### config.mk
export PLATFORM = sky130hd
export DESIGN_NAME = acpi_evt_sci
export DESIGN_NICKNAME = d
export VERILOG_FILES = /design/src/rtl/acpi_evt_pkg.sv /design/src/rtl/acpi_sts_bank.sv /design/src/rtl/acpi_apm_ctl.sv /design/src/rtl/acpi_evt_sci.sv
export SDC_FILE = /design/constraint.sdc
export NUM_CORES = 1
export LEC_CHECK = 0
export ABC_AREA = 1
export CAP_MARGIN = 20
export CORE_UTILIZATION = 45
export DETAILED_ROUTE_END_ITERATION = 7
export PLACE_DENSITY = 0.85
export SLEW_MARGIN = 10
export SYNTH_ARGS = -nofsm -noshare
export SYNTH_HDL_FRONTEND = slang
export SYNTH_HIERARCHICAL = 1
export SYNTH_SLANG_ARGS = --single-unit
### constraint.sdc
create_clock -name clk -period 1.3 [get_ports clk]
set_input_delay 0.325 -clock clk [delete_from_list [all_inputs] [get_ports clk]]
set_output_delay 0.325 -clock clk [all_outputs]
set_load 0.05 [all_outputs]
### src/rtl/acpi_evt_pkg.sv
package acpi_evt_pkg;
    localparam int PM_BITS  = 4;
    localparam int GPE_BITS = 8;
    localparam int ADDR_W   = 3;

    localparam int PM_TMR_BIT = 0;
    localparam int PM_GBL_BIT = 1;
    localparam int PM_PWR_BIT = 2;
    localparam int PM_RTC_BIT = 3;

    localparam logic [ADDR_W-1:0] A_PM_STS  = 3'd0;
    localparam logic [ADDR_W-1:0] A_PM_EN   = 3'd1;
    localparam logic [ADDR_W-1:0] A_GPE_STS = 3'd2;
    localparam logic [ADDR_W-1:0] A_GPE_EN  = 3'd3;
    localparam logic [ADDR_W-1:0] A_MODE    = 3'd4;

    localparam logic [7:0] APM_CMD_ON  = 8'hF1;
    localparam logic [7:0] APM_CMD_OFF = 8'hF0;

    localparam logic [PM_BITS-1:0]  PM_SCI_MASK  = 4'b1111;
    localparam logic [GPE_BITS-1:0] GPE_SCI_MASK = 8'b0000_0110;

    typedef struct packed {
        logic acpi_en;
        logic smi;
    } apm_state_t;
endpackage

### src/rtl/acpi_sts_bank.sv
module acpi_sts_bank #(
    parameter int           W        = 4,
    parameter logic [W-1:0] SCI_MASK = '1
) (
    input  logic         clk,
    input  logic         rst_n,
    input  logic [W-1:0] set_i,
    input  logic         wr_sts_i,
    input  logic         wr_en_i,
    input  logic [7:0]   wdata_i,
    output logic [W-1:0] sts_o,
    output logic [W-1:0] en_o,
    output logic         hit_o
);
    typedef struct packed {
        logic [W-1:0] sts;
        logic [W-1:0] en;
    } bank_t;

    bank_t bank_d, bank_q;

    always_comb begin
        bank_d = bank_q;
        if (wr_sts_i) begin
            bank_d.sts = bank_q.sts & ~wdata_i[W-1:0];
        end
        if (wr_en_i) begin
            bank_d.en = wdata_i[W-1:0];
        end
        bank_d.sts = bank_d.sts | set_i;
    end

    always_ff @(posedge clk or negedge rst_n) begin
        if (!rst_n) begin
            bank_q <= '0;
        end else begin
            bank_q <= bank_d;
        end
    end

    assign sts_o = bank_q.sts;
    assign en_o  = bank_q.en;
    assign hit_o = |(bank_q.sts & bank_q.en & SCI_MASK);
endmodule

### src/rtl/acpi_apm_ctl.sv
module acpi_apm_ctl
    import acpi_evt_pkg::*;
(
    input  logic       clk,
    input  logic       rst_n,
    input  logic       apm_wr_i,
    input  logic [7:0] apm_data_i,
    input  logic       smi_allow_i,
    output logic       acpi_en_o,
    output logic       smi_o
);
    apm_state_t apm_d, apm_q;

    always_comb begin
        apm_d     = apm_q;
        apm_d.smi = apm_wr_i & smi_allow_i;
        if (apm_wr_i) begin
            if (apm_data_i == APM_CMD_ON) begin
                apm_d.acpi_en = 1'b1;
            end else if (apm_data_i == APM_CMD_OFF) begin
                apm_d.acpi_en = 1'b0;
            end
        end
    end

    always_ff @(posedge clk or negedge rst_n) begin
        if (!rst_n) begin
            apm_q <= '0;
        end else begin
            apm_q <= apm_d;
        end
    end

    assign acpi_en_o = apm_q.acpi_en;
    assign smi_o     = apm_q.smi;
endmodule

### src/rtl/acpi_evt_sci.sv
module acpi_evt_sci
    import acpi_evt_pkg::*;
(
    input  logic                clk,
    input  logic                rst_n,
    input  logic [PM_BITS-1:0]  pm_evt,
    input  logic                pwrdn_req,
    input  logic [GPE_BITS-1:0] gpe_evt,
    input  logic                reg_we,
    input  logic [ADDR_W-1:0]   reg_addr,
    input  logic [7:0]          reg_wdata,
    output logic [7:0]          reg_rdata,
    input  logic                apm_wr,
    input  logic [7:0]          apm_data,
    input  logic                cfg_smi_en,
    output logic                acpi_en,
    output logic                sci,
    output logic                smi,
    output logic                tmr_armed
);
    logic [PM_BITS-1:0]  pm_set_w, pm_sts_w, pm_en_w;
    logic [GPE_BITS-1:0] gpe_sts_w, gpe_en_w;
    logic                pm_hit_w, gpe_hit_w;

    always_comb begin
        pm_set_w             = pm_evt;
        pm_set_w[PM_PWR_BIT] = pm_evt[PM_PWR_BIT] | pwrdn_req;
    end

    acpi_sts_bank #(.W(PM_BITS), .SCI_MASK(PM_SCI_MASK)) u_pm_bank (
        .clk      (clk),
        .rst_n    (rst_n),
        .set_i    (pm_set_w),
        .wr_sts_i (reg_we && reg_addr == A_PM_STS),
        .wr_en_i  (reg_we && reg_addr == A_PM_EN),
        .wdata_i  (reg_wdata),
        .sts_o    (pm_sts_w),
        .en_o     (pm_en_w),
        .hit_o    (pm_hit_w)
    );

    acpi_sts_bank #(.W(GPE_BITS), .SCI_MASK(GPE_SCI_MASK)) u_gpe_bank (
        .clk      (clk),
        .rst_n    (rst_n),
        .set_i    (gpe_evt),
        .wr_sts_i (reg_we && reg_addr == A_GPE_STS),
        .wr_en_i  (reg_we && reg_addr == A_GPE_EN),
        .wdata_i  (reg_wdata),
        .sts_o    (gpe_sts_w),
        .en_o     (gpe_en_w),
        .hit_o    (gpe_hit_w)
    );

    acpi_apm_ctl u_apm (
        .clk         (clk),
        .rst_n       (rst_n),
        .apm_wr_i    (apm_wr),
        .apm_data_i  (apm_data),
        .smi_allow_i (cfg_smi_en),
        .acpi_en_o   (acpi_en),
        .smi_o       (smi)
    );

    always_comb begin
        reg_rdata = '0;
        case (reg_addr)
            A_PM_STS:  reg_rdata[PM_BITS-1:0]  = pm_sts_w;
            A_PM_EN:   reg_rdata[PM_BITS-1:0]  = pm_en_w;
            A_GPE_STS: reg_rdata[GPE_BITS-1:0] = gpe_sts_w;
            A_GPE_EN:  reg_rdata[GPE_BITS-1:0] = gpe_en_w;
            A_MODE:    reg_rdata[0]            = acpi_en;
            default:   reg_rdata = '0;
        endcase
    end

    assign sci       = pm_hit_w | gpe_hit_w;
    assign tmr_armed = pm_en_w[PM_TMR_BIT] & ~pm_sts_w[PM_TMR_BIT];
endmodule

# ---- Yosys cells after proc, flatten, opt, wreduce, memory -nomap -nowiden
# Cells that the tools add are included.
dict set report classes {
  eq_ne 6
  mux 7
  n_bitwise 13
  n_reduce_logical 9
}
# operator n
set op_table {}
lappend op_table {{$eq A8 B8 Y1 const B} 2}
lappend op_table {{$pmux W3 S4} 1}
lappend op_table {{$and A4 B4 Y4} 2}
lappend op_table {{$and A8 B8 Y8} 1}
lappend op_table {{$mux W8} 1}
lappend op_table {{$not A8 Y8} 1}
lappend op_table {{$or A8 B8 Y8} 1}
lappend op_table {{$pmux W4 S2} 1}
lappend op_table {{$eq A3 B2 Y1 const B} 2}
lappend op_table {{$pmux W1 S5} 1}
lappend op_table {{$logic_and A1 B1 Y1} 4}
lappend op_table {{$mux W4} 1}
lappend op_table {{$not A4 Y4} 1}
lappend op_table {{$or A4 B4 Y4} 1}
lappend op_table {{$reduce_or A4 Y1} 1}
lappend op_table {{$and A3 B3 Y3} 1}
lappend op_table {{$eq A3 B1 Y1 const B} 1}
lappend op_table {{$eq A3 B3 Y1 const B} 1}
lappend op_table {{$logic_not A3 Y1} 1}
lappend op_table {{$and A1 B1 Y1} 2}
lappend op_table {{$mux W1} 2}
lappend op_table {{$or A1 B1 Y1} 2}
lappend op_table {{$reduce_and A2 Y1} 1}
lappend op_table {{$reduce_bool A2 Y1} 1}
lappend op_table {{2 further kinds} 2}
dict set report word_totals {
  reg_bits 26
  in_bits 37
  out_inout_bits 12
}

# ---- Longest topological paths before layout
dict set report depth {
  ltp_word 4
  ltp_mapped 7
}

# ---- Cells and area by module
# Netlist, hierarchy kept.
# mod instances cells_per_inst area_per_inst_um2 seq_area_each_um2
set modules_own_cells {}
lappend modules_own_cells {{acpi_sts_bank (u_gpe_bank)} 1 77 648.1 400.4}
lappend modules_own_cells {{acpi_sts_bank (u_pm_bank)} 1 45 344.1 200.2}
lappend modules_own_cells {acpi_evt_sci 1 58 310.3 0.0}
lappend modules_own_cells {acpi_apm_ctl 1 21 122.6 50.0}

# ---- Least setup slack after synthesis
# No wires, ideal clock.
dict set report synth_timing {
  path_kind {input to output}
  start {input reg_addr[0]}
  end {output reg_rdata[4]}
  arrival_time_ns 1.340
  setup_slack_ns -0.365
  stages 3
  path_buffers 0
  cell_sequence {inv_1 -> nand3_2 -> o22ai_1}
}
dict set report synth_via {
  elab_chain_len 2
  elab_cells_between_ends 3
  classes_between {2 x eq/ne; 1 x mux}
}
# element line_no
set synth_lines {}
lappend synth_lines {{start, declared} acpi_evt_sci.sv:10} ;# input logic [ADDR_W-1:0] reg_addr,
lappend synth_lines {{$eq A3 B2 Y1} acpi_evt_sci.sv:66} ;# case (reg_addr)
lappend synth_lines {{$pmux W4 S2 (*)} acpi_evt_sci.sv:66}
lappend synth_lines {{end, declared} acpi_evt_sci.sv:12} ;# output logic [7:0] reg_rdata,
# Mark *: on every way between the ends. The rest lies on a longest branch, timed or not.

# ---- Worst setup path after layout
dict set report layout_timing {
  start {register u_gpe_bank.bank_q (netlist bit u_gpe_bank/sts_o[1])}
  end {output reg_rdata[1]}
}
dict set report layout_via {
  elab_chain_len 1
}
# element line_no
set layout_lines {}
lappend layout_lines {{start, declared} acpi_sts_bank.sv:20} ;# bank_t bank_d, bank_q;
lappend layout_lines {{start signal, assigned} acpi_sts_bank.sv:37} ;# bank_q <= bank_d;
lappend layout_lines {{$pmux W3 S4} acpi_evt_sci.sv:66}
# Every way passes these cells.

==> run summary <==
• 23.8% — Clock power frac
• 6 — Syn. warnings
• u_gpe_bank/en_o[7]$_DFFE_PN0P_ — worst r2r dst
• 32.7% — fraction of the mapped netlist area in simple logic gates
• 133% — part of the cycle the worst path needs
• 0 ns — worst clock skew on the final layout
• 0.579 GHz — timing-limited maximum frequency
• 0.000796 W — Sw Pwr
• dfrtp_1 — Slowest cell on crit path
• 3030 um2 — Core Region
• 32.7% — proportion of total power due to net switching
• 153 — count of routing violations after the opening detailed-route iteration
• 1725 — via count
• setup timing — violated checks
• 11 — final count of negative-setup-slack endpoints
• 0 — maxcap violations
• -0.428 ns — post-layout worst setup margin
• 0.43 ns — Slowest Stage Delay on Critical Path
• u_gpe_bank/en_o[7]$_DFFE_PN0P_ — launch point of the worst reg-to-reg path
• -0.663 ns — pre-CTS setup slack
• 5.26 — drt via density
• 1.40 ns — Worst EP arrival
• yes — RSZ-0062 raised after global routing
• 77.1% — synth-to-layout area growth
• 0.583 mV — peak supply drop
• 0 — Antenna diodes
• clkbuf_4 — Root Driver
• 0% — adder and majority gate portion of the synthesized area
• flop — startpoint type of the worst setup path
• 2 — maximum buffer depth of the clock tree
• 0.807 — Routability Congestion
• 0.32 ns — reg-to-reg setup timing slack
• 0 — EDFF count, synth
• 0 — post-detailed-route count of antenna-violating nets
• 1430 um2 — area of the mapped netlist
• 0 — final hold viol count
• 0.312 ns — transition time of the tightest slew-check pin
• flip-flops — Top Family by Delay on Critical Path
• 3400 um2 — floorplan die area
• 14 — distinct cell type count after synthesis
• 3 — critical-path maximum fanout
• 0 — count of hold-fix buffers inserted at cts
• dfrtp_1 — cell type with the largest total area after synthesis
• 0 — number of remaining DRC errors
• 0 — final slew viol count
• output port — critical path endpoint category
• 0.00164 W — Internal
• 39.8% — sequential share of power
• 48 — I/O Buffers
• flop to output port — critical setup path kind
• dfrtp_1 (46%), nand2_1 (19%), inv_1 (12%), nand4_1 (4.8%), o21ai_0 (4.2%) — top cells by area in the synthesized netlist
• built — CTS tree
• 100% — async set-reset flop share out of synthesis
• dfrtp_1 — Most used DFF post-synth
• 27 — maximum number of pins on one net before global-route repair
• 15.4 um — drt wl/cell
• 1.25 nW — static power due to leakage
• 2 — Buf+Inv Stages, Crit Path
• 7.09 um2 — average instance area after synthesis
• 3 — number of CTS-inserted buffers
• 0.34 ns — clock latency reported for the late side of the worst-skew pair
• 45.7% — area share of the largest cell type after synthesis
• 1687 — via count of the first global-routing pass
• buf_4, nand4_1, nand4_1, buf_12 — critical path cell sequence
• 5.97% — compound-cell area share of the yosys netlist
• 36.3% — combinational cell fraction of total power
• 49 — count of pins on the block boundary
• 20 — standard-cell rows
• 58.3 um — overall die height
• 0.98 ns — required time of the worst setup path
• 0.320 ns — hold slack
• 238 — net count after synthesis
• 0 — total overflow reported by the global router
• 0% — portion of netlist area occupied by mux cells
• 26 — number of sinks on the clock net
• 0 — initial antenna violation count
• 964 nW/um2 — Cell Pwr Density
• 1 — number of H-tree levels
• 314 — placed instance count
• nand4_1 — Top cell by count, worst path
• 5.04 mm — Routed WL
• input pin to asynchronous set/reset pin — hold crit path type
• nand2_1 — most numerous cell in the Yosys netlist
• 45.7% — sequential fraction of the synthesis area
• 0% — post-synthesis xor/xnor area fraction
• 5 — number of detailed-routing iterations run before antenna repair
• 47.1% — Initial Util
• 30.2% — overall track demand over capacity in global routing
• 3 — Reg2Reg Depth
• 328 — number of standard cells in the layout, taps in and fillers out
• 26 — #FFs+latches synth
• 201 — number of instances in the synthesized netlist
• 7.59 mm — first-pass GRT wire length
• nand2_1 (73), inv_1 (45), dfrtp_1 (26) — leading cell types by count after synthesis
• 58.3 um — horizontal die dimension
• 322 — number of nets at the end of the flow
• simple AND/OR/NAND/NOR gates — main combinational cell family by area after synthesis
• 2.87 mm — HPWL after detailed placement
• 1.73 ns — post-layout minimum cycle time
• 0.16 ns — clock slew at reported path FFs
• finished, violations left — outcome
• 78.9% — worst slew slack as a fraction of its limit
• 29.2% — ratio of cells with drive above 1 in the final layout
-- what timing repair did --
| action | 4_1_cts | 5_1_grt |
|---|---|---|
| setup buffers | 5 | 5 |
| pin swaps | 11 | 8 |
| cloned | 1 | 0 |
| resized for setup | 44 | 7 |
| endpoints found under the setup margin | 35 | 11 |
-- flip-flops by register name (all words and copies together) (netlist names) --
signal            cells
u_gpe_bank/sts_o      8
u_apm/acpi_en_o       1
u_pm_bank/en_o        4
u_apm/smi_o           1
u_gpe_bank/en_o       8
u_pm_bank/sts_o       4
-- worst register-to-register path, cell delays in order, from the launching register on --
cell and delay (ns):
dfrtp_1 0.41, buf_4 0.12, inv_1 0.06, o21ai_0 0.28
-- metrics by stage --
step	util (%)	total power [W]	TNS [ns]	instance area, um2
after floorplan	-	0.00129	-0.467	1490
after global placement	75.4	0.00168	-15.89	2280
after detailed placement	75.4	0.00170	-17.49	2280
after CTS	82.4	0.00235	-2.73	2490
after global routing	83.3	0.00253	-3.34	2520
final	83.3	0.00243	-2.85	2520
-- cell families (layout without fill, tap and decap cells) --
logic type	count (synthesis)	after routing
buffers and inverters	51	134
and+or+nand+nor	108	108
DFF	26	26
AOI/OAI and AO/OA	16	16
-- metal layers --
layer	part of all wire [%]	global-route usage [%]	vias to the layer above
met3	7.5	3.13	35
met4	6.3	20.1	0
met2	49	50.9	122
met1	37	36.5	785
li1	-	-	783
met5	0	0	-
-- cell usage in the layout (no fill, tap or decap), types with 2 or more instances in the layout --
master           count
nand4_1             11
inv_1               38
clkbuf_4             4
buf_4               28
buf_6                7
o21ai_0             12
nor2_4               2
o22ai_4              4
nand3_1              5
nor2_1               6
clkdlybuf4s50_1     33
nand3_4              2
inv_2                6
nand3_2              4
nand2_1             70
buf_12              12
dfrtp_1             25
nand2_2              2
-- power groups by stage --
stage	Clock [W]	Sequential [W]	Combinational, W
after global placement	0	0.000960	0.000715
after global routing	0.000617	0.000974	0.000939
after CTS	0.000571	0.000954	0.000821
after detailed placement	0	0.000965	0.000737
after floorplan	0	0.000973	0.000316
final	0.000580	0.000969	0.000884
-- final cells by class --
cell class,instances,area (um2)
fillers,169,504
clock buffers,3,22.5
inverters,46,188
repair buffers,83,887
multi-input cells,124,681
repair inverters,1,8.76
well taps,44,55.1
flip-flops and latches,26,652
clock inverters,1,30.0
-- worst max path at each step --
stage | endpoint | from | cells past startpoint | slack [ns]
after floorplan | reg_rdata[4] | reg_addr[0] | 3 | -0.09
after global placement | reg_rdata[6] | reg_addr[0] | 5 | -0.60
after detailed placement | reg_rdata[2] | reg_addr[1] | 5 | -0.66
after CTS | sci | u_pm_bank/en_o[1]$_DFFE_PN0P_ | 6 | -0.38
after global routing | reg_rdata[1] | u_gpe_bank/sts_o[1]$_DFF_PN0_ | 4 | -0.50
final | reg_rdata[1] | u_gpe_bank/sts_o[1]$_DFF_PN0_ | 4 | -0.43
No activity file was read; power rests on OpenSTA's default activity.
